### src/rtl/adcif_pkg.sv
package adcif_pkg;
  localparam int RES_W    = 10;  // conversion result width
  localparam int CH_W     = 3;   // channel address width
  localparam int CTRL_W   = 8;   // control word length
  localparam int ADDR_LSB = 3;   // lowest address bit inside the control word
  localparam int LEAD_Z   = 4;   // zeros before the result
  localparam int TRAIL_Z  = 2;   // zeros after the result
  localparam int SYNC_N   = 2;   // synchronizer depth
endpackage

### src/rtl/adcif_sync.sv
module adcif_sync #(
  parameter int             W       = 1,
  parameter int             STAGES  = 2,
  parameter logic [W-1:0]   RST_VAL = '0
) (
  input  logic         clk,
  input  logic         rst_n,
  input  logic [W-1:0] d,
  output logic [W-1:0] q
);
  logic [STAGES-1:0][W-1:0] stg_q;

  always_ff @(posedge clk or negedge rst_n) begin
    if (!rst_n) begin
      stg_q <= {STAGES{RST_VAL}};
    end else begin
      stg_q[0] <= d;
      for (int i = 1; i < STAGES; i++) stg_q[i] <= stg_q[i-1];
    end
  end

  assign q = stg_q[STAGES-1];
endmodule

### src/rtl/adcif_ctl_rx.sv
module adcif_ctl_rx #(
  parameter int FRAME_LEN = 16,
  parameter int CTRL_W    = 8,
  parameter int CH_W      = 3,
  parameter int ADDR_LSB  = 3
) (
  input  logic            clk,
  input  logic            rst_n,
  input  logic            start_i,
  input  logic            act_i,
  input  logic            rise_i,
  input  logic            sdi_i,
  output logic            started_o,
  output logic            done_o,
  output logic [CH_W-1:0] addr_o
);
  localparam int CNT_W  = $clog2(FRAME_LEN + 1);
  localparam int KEEP_W = ADDR_LSB + CH_W;
  localparam logic [CNT_W-1:0] FULL = CNT_W'(FRAME_LEN);
  localparam logic [CNT_W-1:0] LAST = CNT_W'(FRAME_LEN - 1);
  localparam logic [CNT_W-1:0] CWN  = CNT_W'(CTRL_W);

  logic [CNT_W-1:0]  cnt_q, cnt_d;
  logic [KEEP_W-1:0] keep_q, keep_d;
  logic              done_q, done_d;
  logic              cnt_en, keep_en;

  // keep only the low KEEP_W bits of the word; after CTRL_W shifts the
  // address sits at the top of the kept window
  always_comb begin
    cnt_en  = 1'b0;
    keep_en = 1'b0;
    cnt_d   = cnt_q;
    keep_d  = keep_q;
    done_d  = 1'b0;
    if (start_i) begin
      cnt_en = 1'b1;
      cnt_d  = '0;
    end else if (act_i && rise_i && (cnt_q < FULL)) begin
      cnt_en = 1'b1;
      cnt_d  = cnt_q + CNT_W'(1);
      done_d = (cnt_q == LAST);
      if (cnt_q < CWN) begin
        keep_en = 1'b1;
        keep_d  = {keep_q[KEEP_W-2:0], sdi_i};
      end
    end
  end

  always_ff @(posedge clk or negedge rst_n) begin
    if (!rst_n) begin
      cnt_q  <= '0;
      keep_q <= '0;
      done_q <= 1'b0;
    end else begin
      if (cnt_en)  cnt_q  <= cnt_d;
      if (keep_en) keep_q <= keep_d;
      done_q <= done_d;
    end
  end

  assign started_o = (cnt_q != '0);
  assign done_o    = done_q;
  assign addr_o    = keep_q[KEEP_W-1:ADDR_LSB];
endmodule

### src/rtl/adcif_tx.sv
module adcif_tx #(
  parameter int RES_W   = 10,
  parameter int LEAD_Z  = 4,
  parameter int TRAIL_Z = 2
) (
  input  logic             clk,
  input  logic             rst_n,
  input  logic             load_i,
  input  logic             shift_i,
  input  logic [RES_W-1:0] res_i,
  output logic             bit_o
);
  localparam int FRAME_LEN = LEAD_Z + RES_W + TRAIL_Z;

  logic [FRAME_LEN-1:0] sh_q, sh_d;
  logic                 sh_en;

  always_comb begin
    sh_en = load_i | shift_i;
    if (load_i) sh_d = {{LEAD_Z{1'b0}}, res_i, {TRAIL_Z{1'b0}}};
    else        sh_d = {sh_q[FRAME_LEN-2:0], 1'b0};
  end

  always_ff @(posedge clk or negedge rst_n) begin
    if (!rst_n)     sh_q <= '0;
    else if (sh_en) sh_q <= sh_d;
  end

  assign bit_o = sh_q[FRAME_LEN-1];
endmodule

### src/rtl/adc_serial_slave.sv
module adc_serial_slave
  import adcif_pkg::*;
#(
  parameter int P_RES_W    = RES_W,
  parameter int P_CH_W     = CH_W,
  parameter int P_CTRL_W   = CTRL_W,
  parameter int P_ADDR_LSB = ADDR_LSB,
  parameter int P_LEAD_Z   = LEAD_Z,
  parameter int P_TRAIL_Z  = TRAIL_Z,
  parameter int P_SYNC_N   = SYNC_N
) (
  input  logic               clk,
  input  logic               rst_n,
  input  logic               cs_n,
  input  logic               sclk,
  input  logic               sdi,
  input  logic [P_RES_W-1:0] sample_data,
  output logic               sdo,
  output logic               sdo_oe,
  output logic [P_CH_W-1:0]  chan_sel,
  output logic               sample_stb
);
  localparam int FRAME_LEN = P_LEAD_Z + P_RES_W + P_TRAIL_Z;

  // reset: asserted asynchronously, released on a clock edge
  logic [1:0] rst_pipe_q;
  logic       rst_int_n;
  always_ff @(posedge clk or negedge rst_n) begin
    if (!rst_n) rst_pipe_q <= 2'b00;
    else        rst_pipe_q <= {rst_pipe_q[0], 1'b1};
  end
  assign rst_int_n = rst_pipe_q[1];

  // line synchronizers: {cs_n, sclk, sdi}, chip select idles high
  logic [2:0] lines_s;
  logic       cs_s, sclk_s, sdi_s;
  adcif_sync #(.W(3), .STAGES(P_SYNC_N), .RST_VAL(3'b100)) u_sync (
    .clk(clk), .rst_n(rst_int_n), .d({cs_n, sclk, sdi}), .q(lines_s)
  );
  assign {cs_s, sclk_s, sdi_s} = lines_s;

  logic cs_p_q, sclk_p_q;
  always_ff @(posedge clk or negedge rst_int_n) begin
    if (!rst_int_n) begin
      cs_p_q   <= 1'b1;
      sclk_p_q <= 1'b0;
    end else begin
      cs_p_q   <= cs_s;
      sclk_p_q <= sclk_s;
    end
  end

  logic act, cs_fall, sclk_rise, sclk_fall;
  assign act       = ~cs_s;
  assign cs_fall   = cs_p_q & ~cs_s;
  assign sclk_rise = sclk_s & ~sclk_p_q;
  assign sclk_fall = ~sclk_s & sclk_p_q;

  logic              started, done;
  logic [P_CH_W-1:0] pend_addr;
  adcif_ctl_rx #(
    .FRAME_LEN(FRAME_LEN), .CTRL_W(P_CTRL_W), .CH_W(P_CH_W), .ADDR_LSB(P_ADDR_LSB)
  ) u_rx (
    .clk(clk), .rst_n(rst_int_n), .start_i(cs_fall), .act_i(act),
    .rise_i(sclk_rise), .sdi_i(sdi_s), .started_o(started), .done_o(done),
    .addr_o(pend_addr)
  );

  // conversion state: active channel and the last result
  logic [P_CH_W-1:0]  chan_q, chan_d;
  logic [P_RES_W-1:0] res_q, res_d;
  always_comb begin
    chan_d = pend_addr;
    res_d  = sample_data;
  end
  always_ff @(posedge clk or negedge rst_int_n) begin
    if (!rst_int_n) begin
      chan_q <= '0;
      res_q  <= '0;
    end else if (done) begin
      chan_q <= chan_d;
      res_q  <= res_d;
    end
  end

  logic tx_bit, tx_shift;
  assign tx_shift = act & sclk_fall & started & ~cs_fall;
  adcif_tx #(.RES_W(P_RES_W), .LEAD_Z(P_LEAD_Z), .TRAIL_Z(P_TRAIL_Z)) u_tx (
    .clk(clk), .rst_n(rst_int_n), .load_i(cs_fall), .shift_i(tx_shift),
    .res_i(res_q), .bit_o(tx_bit)
  );

  assign sdo_oe     = ~cs_p_q;
  assign sdo        = ~cs_p_q & tx_bit;
  assign chan_sel   = chan_q;
  assign sample_stb = done;
endmodule

### config.mk
export PLATFORM = sky130hd
export DESIGN_NAME = adc_serial_slave
export DESIGN_NICKNAME = d
export VERILOG_FILES = /design/src/rtl/adcif_pkg.sv /design/src/rtl/adcif_sync.sv /design/src/rtl/adcif_ctl_rx.sv /design/src/rtl/adcif_tx.sv /design/src/rtl/adc_serial_slave.sv
export SDC_FILE = /design/constraint.sdc
export NUM_CORES = 1
export LEC_CHECK = 0
export BUFFER_PORTS_ARGS = -buffer_cell sky130_fd_sc_hd__buf_4
export CAP_MARGIN = 15
export CORE_UTILIZATION = 57
export CTS_CLUSTER_DIAMETER = 120
export DETAILED_ROUTE_END_ITERATION = 6
export GPL_ROUTABILITY_DRIVEN = 0
export PLACE_DENSITY = 0.86
export SYNTH_ARGS = -nofsm -noshare
export SYNTH_HDL_FRONTEND = slang
export SYNTH_SLANG_ARGS = --single-unit
export TNS_END_PERCENT = 20
### constraint.sdc
create_clock -name clk -period 1.65 [get_ports clk]
set_input_delay 0.0825 -clock clk [delete_from_list [all_inputs] [get_ports clk]]
set_output_delay 0.0825 -clock clk [all_outputs]
set_load 0.02 [all_outputs]
# == Word-level counts from Yosys, hierarchy flattened ==
# Index checks and enable logic that the tools add are counted.
# word_totals
ff_bits,51
inputBits,15
elab_cells,44
# classes
magnitude_cmp,2
eq_ne,1
bitwise_logic,13
addsub,1
muxes,10
reduce_logical,6
# op_table
cell,n
$mux 16,1
$mux 5,2
$and 1x1->1,7
$mux 1,7
$add 5x1->5 const B,1
$eq 5x4->1 const B,1
$lt 5x4->1 const B,1
$lt 5x5->1 const B,1
$not 1->1,5
$reduce_bool 5->1,1
$reduce_and 4->1,1
$logic_and 1x1->1,2
$reduce_and 2->1,1
$reduce_bool 2->1,1
$or 1x1->1,1

# == Logic depth before layout (Yosys ltp) ==
# Gate-level depths: netlist of the first run.
# depth
ltp_word,7
ltp_mapped,6
mapped_depth_nobuf,5

# == Modules after synthesis ==
# A second synthesis of the first run with hierarchy kept.
# hier_totals
hier_cells,149
area_unflattened_um2,2045.7
# modules_own_cells
module,seq_area_each_um2,instances,area_per_inst_um2,cells_each
adc_serial_slave,426.7,1,659.4,39
adcif_tx,350.3,1,630.6,56
adcif_ctl_rx,300.3,1,580.6,45
adcif_sync,152.6,1,175.2,9

# == Worst setup path after synthesis of the first run ==
# OpenSTA, ideal clock, no wires.
# synth_path
path_kind,register -> register
from,register u_rx.cnt_q[4]
to,register u_rx.keep_q[0]
slack_ns,-0.249
t_required_ns,1.525
arrival_ns,1.774
path_buffers,2
stages_incl_launch_ff,6
path_cell_list,dfrtp_1 -> or4b_1 -> buf_2 -> or3_1 -> buf_6 -> mux2_4
# synth_via
elab_chain_cells,5
word_cells_on_any_way,7
# synth_rtl
item,line_no,text
from (decl),adcif_ctl_rx.sv:23,"logic [CNT_W-1:0] cnt_q, cnt_d;"
from (signal assigned),adcif_ctl_rx.sv:56,if (cnt_en) cnt_q <= cnt_d;
$lt 5x4->1 / $lt 5x5->1 (equally long branches),"adcif_ctl_rx.sv:43, adcif_ctl_rx.sv:39",
$mux 1 / $logic_and 1x1->1 (equally long branches),"adcif_ctl_rx.sv:43, adcif_ctl_rx.sv:39",
$mux 1,adcif_ctl_rx.sv:39,end else if (act_i && rise_i && (cnt_q < FULL)) begin
$mux 1,adcif_ctl_rx.sv:36,if (start_i) begin
$reduce_and 4->1 (no source line) *,--,
to (signal assigned),adcif_ctl_rx.sv:57,if (keep_en) keep_q <= keep_d;
to (decl),adcif_ctl_rx.sv:24,"logic [KEEP_W-1:0] keep_q, keep_d;"
# Every way passes the cells marked *; elsewhere a longest branch is shown, timed or not.
# A chain may end at the register's enable or synchronous reset.

# == Worst setup path after layout of the first run ==
# Ends and elaborated chain as after synthesis.

==> metrics.md, run 1 <==
| Metric | Value |
|---|---|
| Ant diodes | 0 |
| Failing checks | negative setup slack |
| Vias per cell | 5.92 |
| WL met3 | 252 um |
| Crit-path max FO | 6 |
| Hpwl dp | between 2000 and 2500 um |
| Outcome | finished, violations left |
| Net Count, Synth | between 150 and 200 |
| Clk slew on worst S/H paths | roughly 0.14 ns |
| Syn Std Cell Area | ~2000 um2 |
| CTS tree | done |
| CP Data Required Time | 1.92 ns |
| Design Power | 2.40 mW |
| Post-synthesis instance total | ~160 |
| Nets@finish | 229 |
| Startpoint types | register |
| Max H-tree Level | 2 |
| Hold Vio Cnt, Final | 0 |
| Die area | 3730 um2 |
| Clock Sinks | roughly 50 |
| Worst clock skew | roughly 0.012 ns |
| Crit path max-delay family | simple AND/OR/NAND/NOR gates |
| Grt ovf | 0 |
| Wire length on met1 | between 1500 and 2000 um |
| Slowest CP cell | or4b_4 |
| Buf/Inv on CP | 0 |
| Critical path capture point type | register |
| First-pass GRT wire length | around 6900 um |
| Vias in the first global route | between 1000 and 1500 |
| Final Max Slew Viols | 0 |
| Clk Latency, worst-skew pair | 0.37 ns |
| Die X | between 60 and 70 um |
| CTS Buf Count | 5 |
| Fillers | about 180 |
| Remaining antenna violation count after routing | 0 |
| Clock Tree Buf Depth | 2 |
| Library cells used by synthesis | 28 |
| DR pass1 iterations | 4 |
| Period utilisation layout | 109% |
| Worst min-delay path category | input pin to async pin |
| Number of port buffers | 20 |
| Max Used Layer | met4 |
| Worst Tran Pin Value | roughly 0.56 ns |
| Arrival @ worst endpoint | around 2.1 ns |
| Share of cells above drive strength 1 | between 40% and 50% |
| Finished Layout Cells | between 200 and 300 |
| Kind of critical path | register to register |
| Max Fclk | 555 MHz |
| Met2 wire len | approximately 2300 um |
| CP cell instances | or4b_4 -> or3_4 -> mux2_4 |
| Setup WS post-layout | -0.151 ns |
| Fin crit period | 1.80 ns |
| Die H | approximately 61 um |
| Synth Register Bits | 49 |
| Max rail drop VDD | roughly 570 uV |
| Antenna violations before repair | 0 |
| Post-Route WL | roughly 4500 um |
| DRT iter0 DRCs | slightly above 80 |
| Root buf cell | clkbuf_4 |
| Pwr Density | ~920 nW/um2 |
| Area delta synth->final | 30.8% |
| Max_cap viols | 0 |
| WL per Instance | around 18 um |
| Initial Util | 59.6% |
| Vias after detailed routing | ~1500 |
| # setup viols final | 16 |
| I/O pin cnt | 21 |
| Slew headroom | a little over three fifths |
| Yosys warns | 0 |
| Pin count of the biggest net entering global routing | 25 |
| Core Area | 3340 um2 |
| Lkg Pwr | roughly 1.2 nW |
| Register area share after synthesis | 61.8% |
| Placed Instances | between 200 and 250 |
| Slowest stage delay, CP | 0.55 ns |
| DRC | 0 |
| RSZ-0062 raised after global routing | true |
| Total GRT Usage | between 20% and 30% |
| Rows | 21 |
| Post-Syn Area per Cell | about 12 um2 |
path summary, 6_finish.rpt:
check	start	to	slack [ns]	cells past startpoint
min	rst_n	rst_pipe_q[1]$_DFF_PN0_	0.03	2
min reg2reg	rst_pipe_q[1]$_DFF_PN0_	res_q[3]$_DFFE_PN0P_	0.24	0
max	u_rx.cnt_q[4]$_DFFE_PN0P_	u_rx.keep_q[0]$_DFFE_PN0P_	-0.15	3
max reg2reg	u_rx.cnt_q[4]$_DFFE_PN0P_	u_rx.keep_q[0]$_DFFE_PN0P_	-0.15	3
max in group asynchronous	rst_pipe_q[1]$_DFF_PN0_	u_sync.q[2]$_DFF_PN1_	0.83	1
min in group clk	sclk	u_sync.stg_q[1]$_DFF_PN0_	0.36	2
synthesized netlist by cell type (all sizes together):
| library cell | count | share of area, % |
|---|---|---|
| nor2 | 11 | 2.1 |
| or3b | 1 | 0.44 |
| nor3b | 2 | 0.75 |
| o21ai | 17 | 4.3 |
| nor4b | 1 | 0.44 |
| buf | 4 | 1.2 |
| clkbuf | 6 | 1.1 |
| mux2 | 19 | 12 |
| a21oi | 16 | 4.0 |
| or3 | 3 | 0.94 |
| a31oi | 9 | 2.8 |
| mux2i | 1 | 0.50 |
| conb | 1 | 0.19 |
| nor2b | 2 | 0.63 |
| xnor2 | 1 | 0.44 |
| dfstp | 3 | 4.0 |
| or4b | 3 | 1.5 |
| nand2 | 1 | 0.19 |
| nand3 | 5 | 1.3 |
| nand2b | 1 | 0.31 |
| inv | 5 | 0.94 |
| dfrtp | 46 | 58 |
| ha | 3 | 1.9 |
| and3 | 1 | 0.31 |
layer usage:
| metal | vias to the layer above | global-route usage, % |
|---|---|---|
| li1 | 674 | - |
| met1 | 755 | 35.2 |
| met2 | 84 | 41.0 |
| met3 | 14 | 5.67 |
| met4 | 0 | 12.0 |
| met5 | - | 0 |
metrics by stage:
stage	TNS (ns)	hold WS (ns)	cell area [um2]	util [%]	setup slack, ns
after global placement	-2.87	-0.136	2260	67.8	-0.186
final	-1.49	0.0282	2600	78.0	-0.151
after CTS	-1.32	0.0212	2520	75.6	-0.131
after floorplan	-2.93	-0.213	1990	-	-0.249
after global routing	-1.98	0.0329	2600	78.0	-0.170
after detailed placement	-3.91	-0.134	2260	67.8	-0.247
cells in the final DEF, fill, tap and decap left out, types with 2 or more instances in the layout:
| cell type | netlist | final |
|---|---|---|
| dfstp_2 | 3 | 3 |
| clkbuf_4 | 0 | 5 |
| inv_1 | 5 | 3 |
| or4b_4 | 0 | 4 |
| mux2_2 | 13 | 13 |
| nor3b_1 | 2 | 2 |
| nor2_1 | 11 | 11 |
| mux2_4 | 6 | 6 |
| a31oi_2 | 0 | 3 |
| nor2b_1 | 2 | 2 |
| dfrtp_1 | 46 | 45 |
| inv_4 | 0 | 2 |
| buf_4 | 0 | 35 |
| a21oi_1 | 16 | 12 |
| dlygate4sd3_1 | 0 | 14 |
| nand3_1 | 5 | 5 |
| o21ai_1 | 0 | 2 |
| a31oi_1 | 9 | 5 |
| o21ai_0 | 17 | 15 |
| ha_1 | 3 | 2 |
| a21oi_2 | 0 | 4 |
| or3_4 | 0 | 2 |
state kept, by name, summed over array words and instances (netlist names):
name	flops
chan_sel	3
cs_p_q	1
res_q	10
rst_pipe_q	2
sclk_p_q	1
u_rx.cnt_q	5
u_rx.done_o	1
u_rx.keep_q	6
u_sync.q	3
u_sync.stg_q	3
u_tx.sh_q	14
where the power goes:
group | internal [mW] | leakage, nW | switching [mW]
Clock | 0.209 | 0.0382 | 0.382
Sequential | 1.30 | 0.632 | 0.0771
Combinational | 0.232 | 0.562 | 0.196
area by class of cell:
type	count	area [um2]	area share, %
clock inverters	2	13.8	0.529
clock buffers	6	51.3	1.97
well taps	46	57.6	2.21
multi-input cells	99	791	30.4
inverters	5	23.8	0.913
flip-flops and latches	49	1230	47.3
repair buffers	51	434	16.7
logic make-up (layout without fill, tap and decap cells):
family,Yosys count,in the layout,synth area share (%)
buffers and inverters,15,64,3.27
other,1,1,0.188
xor gates and xnor gates,1,1,0.440
and+or+nand+nor,31,32,8.87
muxes,20,20,12.4
AOI/OAI and AO/OA,42,42,11.1
DFF,49,49,61.8
adders and majority gates,3,3,1.89
what timing repair did:
action | in CTS | in global routing
pin swaps | 11 | 2
hold endpoints to repair | 15 | 0
hold buffers | 14 | 0
endpoints found under the setup margin | 21 | 23
resized for setup | 7 | 17
gates cloned | 0 | 1
buffers inserted | 4 | 0
(Power assumes the default switching activity.)
==> run 2, diff against run 1 <==
--- a/config.mk
+++ b/config.mk
@@ -5,13 +5,14 @@
 export SDC_FILE = /design/constraint.sdc
 export NUM_CORES = 1
 export LEC_CHECK = 0
+export ABC_AREA = 1
 export BUFFER_PORTS_ARGS = -buffer_cell sky130_fd_sc_hd__buf_4
 export CAP_MARGIN = 15
 export CORE_UTILIZATION = 57
 export CTS_CLUSTER_DIAMETER = 120
 export DETAILED_ROUTE_END_ITERATION = 6
 export GPL_ROUTABILITY_DRIVEN = 0
-export PLACE_DENSITY = 0.86
+export PLACE_DENSITY = 0.85
 export SYNTH_ARGS = -nofsm -noshare
 export SYNTH_HDL_FRONTEND = slang
 export SYNTH_SLANG_ARGS = --single-unit
==> metrics.md, run 2 <==
| Metric | Value |
|---|---|
| Final hold slack | 0.00533 ns |
| Max_cap viols | 0 |
| Remaining antenna violation count after routing | 0 |
| First-pass GRT wire length | 6690 um |
| Top cells by area, synth | dfrtp_1, nand2_1, nand3_2 |
| Reg with most FFs | u_tx.sh_q |
| Hpwl dp | 2460 um |
| Worst clock skew | between 0.008 and 0.009 ns |
| CTS Buf Count | 5 |
| Max Fclk | 691 MHz |
| Outcome | completed |
| Pwr Density | 935 nW/um2 |
| Period utilisation layout | 87.7% |
| Initial Util | around three fifths |
| Number of port buffers | 20 |
| Core Area | 3470 um2 |
| Register area share after synthesis | 57.6% |
| Vias after detailed routing | between 1000 and 1500 |
| Regs by FF count | u_tx.sh_q x14, res_q x10, u_rx.keep_q x6 |
| Hold Vio Cnt, Final | 0 |
| Dpl cell area | 2310 um2 |
| Nets@finish | 270 |
| I/O pin cnt | 21 |
| CP Data Required Time | 1.85 ns |
| Synth Register Bits | between 40 and 50 |
| Fillers | 258 |
| Net Count, Synth | approximately 240 |
| Net switching power | 593 uW |
| Lkg Pwr | 1.28 nW |
| DR pass1 iterations | 4 |
| Flop pwr share | ~58% |
| Top_reg_cell synth | dfrtp_1 |
| Most frequent cells after synthesis | nand2_1, dfrtp_1, inv_1 |
| Total GRT Usage | 22.1% |
| Yosys warns | 0 |
| Worst min-delay path category | input pin to register |
| Vias in the first global route | around 1500 |
| Post-synth EDFFs | 0 |
| Arrival @ worst endpoint | 1.64 ns |
| Die area | 3990 um2 |
| Max rail drop VDD | between 700 and 800 uV |
| Post-Syn Area per Cell | ~9.8 um2 |
| Post-Route WL | around 3700 um |
| Clk slew on worst S/H paths | 0.09 ns |
| Setup_tns | 0 ns |
| Finished Layout Cells | 299 |
| Commonest cells after routing, fill and taps aside | nand2_1, dfrtp_1, inv_1, buf_4, o21ai_1 |
| Library cells used by synthesis | 27 |
| Share of cells above drive strength 1 | around 23% |
| Ant diodes | 0 |
| Post-synth ARST share | 100% |
| RSZ-0062 raised after global routing | false |
| Leading cell type in the layout, fill and taps excluded | nand2_1 |
| Critical path capture point type | register |
| Placed Instances | 279 |
| Clock Tree Buf Depth | 2 |
| WL per Instance | roughly 12 um |
| Clk pwr share | 30.1% |
| Net Sw Frac | between 20% and 30% |
| Vias per cell | between 5 and 6 |
| Rows | 21 |
| Total setup buffers inserted after CTS | 0 |
| DRC | 0 |
| Largest area contributor in the netlist | dfrtp_1 |
| Internal power | between 1.5 and 2 mW |
| Max FFs per register | 14 |
| Startpoint types | register |
| Area share of the largest cell type after synthesis | between 50 and 60% |
| Post-route design area | 2520 um2 |
| Fin crit period | about 1.4 ns |
| # setup viols final | 0 |
| Most frequent cell after synthesis | nand2_1 |
| Syn Std Cell Area | approximately 2100 um2 |
| CTS tree | done |
| Area delta synth->final | 18.3% |
| Pin count of the biggest net entering global routing | 42 |
| Antenna violations before repair | 0 |
| Kind of critical path | register to register |
| Root buf cell | clkbuf_8 |
| Clk Latency, worst-skew pair | 0.30 ns |
| Clock Sinks | slightly below 50 |
| Die H | 63.2 um |
| DRT iter0 DRCs | between 60 and 70 |
| Final Max Slew Viols | 0 |
| Max H-tree Level | 2 |
| Post-synthesis instance total | between 200 and 250 |
| Crit-path max FO | between 40 and 50 |
| Die X | 63.2 um |
| Comb pwr share | between 10% and 20% |
| Grt ovf | 0 |
## run 2: through the flow
step / worst slack, ns / power, mW / util (%)
2_1_floorplan: 0.190 / 1.57 / -
3_3_place_gp: 0.263 / 1.63 / 66.6
3_5_place_dp: 0.207 / 1.65 / 66.6
4_1_cts: 0.200 / 2.38 / 72.8
5_1_grt: 0.0709 / 2.47 / 72.8
6_report: 0.203 / 2.36 / 72.8
## run 2: what timing repair did
action / 4_1_cts / 5_1_grt
hold buffers: 12 / 0
gates resized for setup: 0 / 0
hold endpoints to repair: 13 / 0
## run 2: kinds of logic (layout without fill, tap and decap cells)
logic type,Yosys count,count (layout),synth area share [%]
buffers and inverters,33,68,7.68
flip-flops,49,49,57.6
AND/OR/NAND/NOR,103,103,25.2
other,1,1,0.176
XOR/XNOR,1,1,0.410
adder cells (fa/ha/maj),3,3,1.76
multiplexers,2,2,1.06
AO/OA/AOI/OAI,26,26,6.10
## run 2: layer usage
metal | wire length (um) | vias to the layer above | track usage, %
met4 | 66 | 0 | 9.38
met5 | 0 | - | 0
met3 | 145 | 7 | 4.89
met1 | 1640 | 701 | 27.1
met2 | 1850 | 32 | 37.8
li1 | - | 758 | -
## run 2: area by class of cell
class / instances / area (um2) / area share [%]
clock buffers: 7 / 86.3 / 3.42
clock inverters: 1 / 7.51 / 0.297
inverters: 25 / 96.3 / 3.82
multi-input cells: 136 / 741 / 29.3
flip-flops and latches: 49 / 1230 / 48.8
well taps: 46 / 57.6 / 2.28
repair buffers: 35 / 305 / 12.1
## run 2: path summary, 6_finish.rpt
| check | start | to | slack [ns] | cells after the start |
|---|---|---|---|---|
| max in group asynchronous | rst_pipe_q[1]$_DFF_PN0_ | cs_p_q$_DFF_PN1_ | 0.90 | 1 |
| worst min-delay path | sample_data[6] | res_q[6]$_DFFE_PN0P_ | 0.005 | 3 |
| worst max-delay path | u_sync.q[2]$_DFF_PN1_ | u_tx.sh_q[6]$_DFFE_PN0P_ | 0.20 | 5 |
| worst max register to register | u_sync.q[2]$_DFF_PN1_ | u_tx.sh_q[6]$_DFFE_PN0P_ | 0.20 | 5 |
| worst min register to register | rst_pipe_q[1]$_DFF_PN0_ | u_sync.stg_q[1]$_DFF_PN0_ | 0.20 | 0 |
| min in group asynchronous | rst_n | rst_pipe_q[1]$_DFF_PN0_ | 0.11 | 2 |
## run 2: worst max-delay path: stages (launching register included)
cell	delay, ns
dfstp_2	0.62
nor2_4	0.08
inv_4	0.34
nand2_4	0.15
nand2_1	0.10
nand2_1	0.06
## run 2: power by group through the flow
stage	Combinational [mW]	Clock (mW)	Sequential [mW]
after CTS	0.286	0.733	1.36
after floorplan	0.189	0	1.38
after global placement	0.248	0	1.38
final	0.286	0.711	1.36
after detailed placement	0.262	0	1.39
after global routing	0.325	0.771	1.37
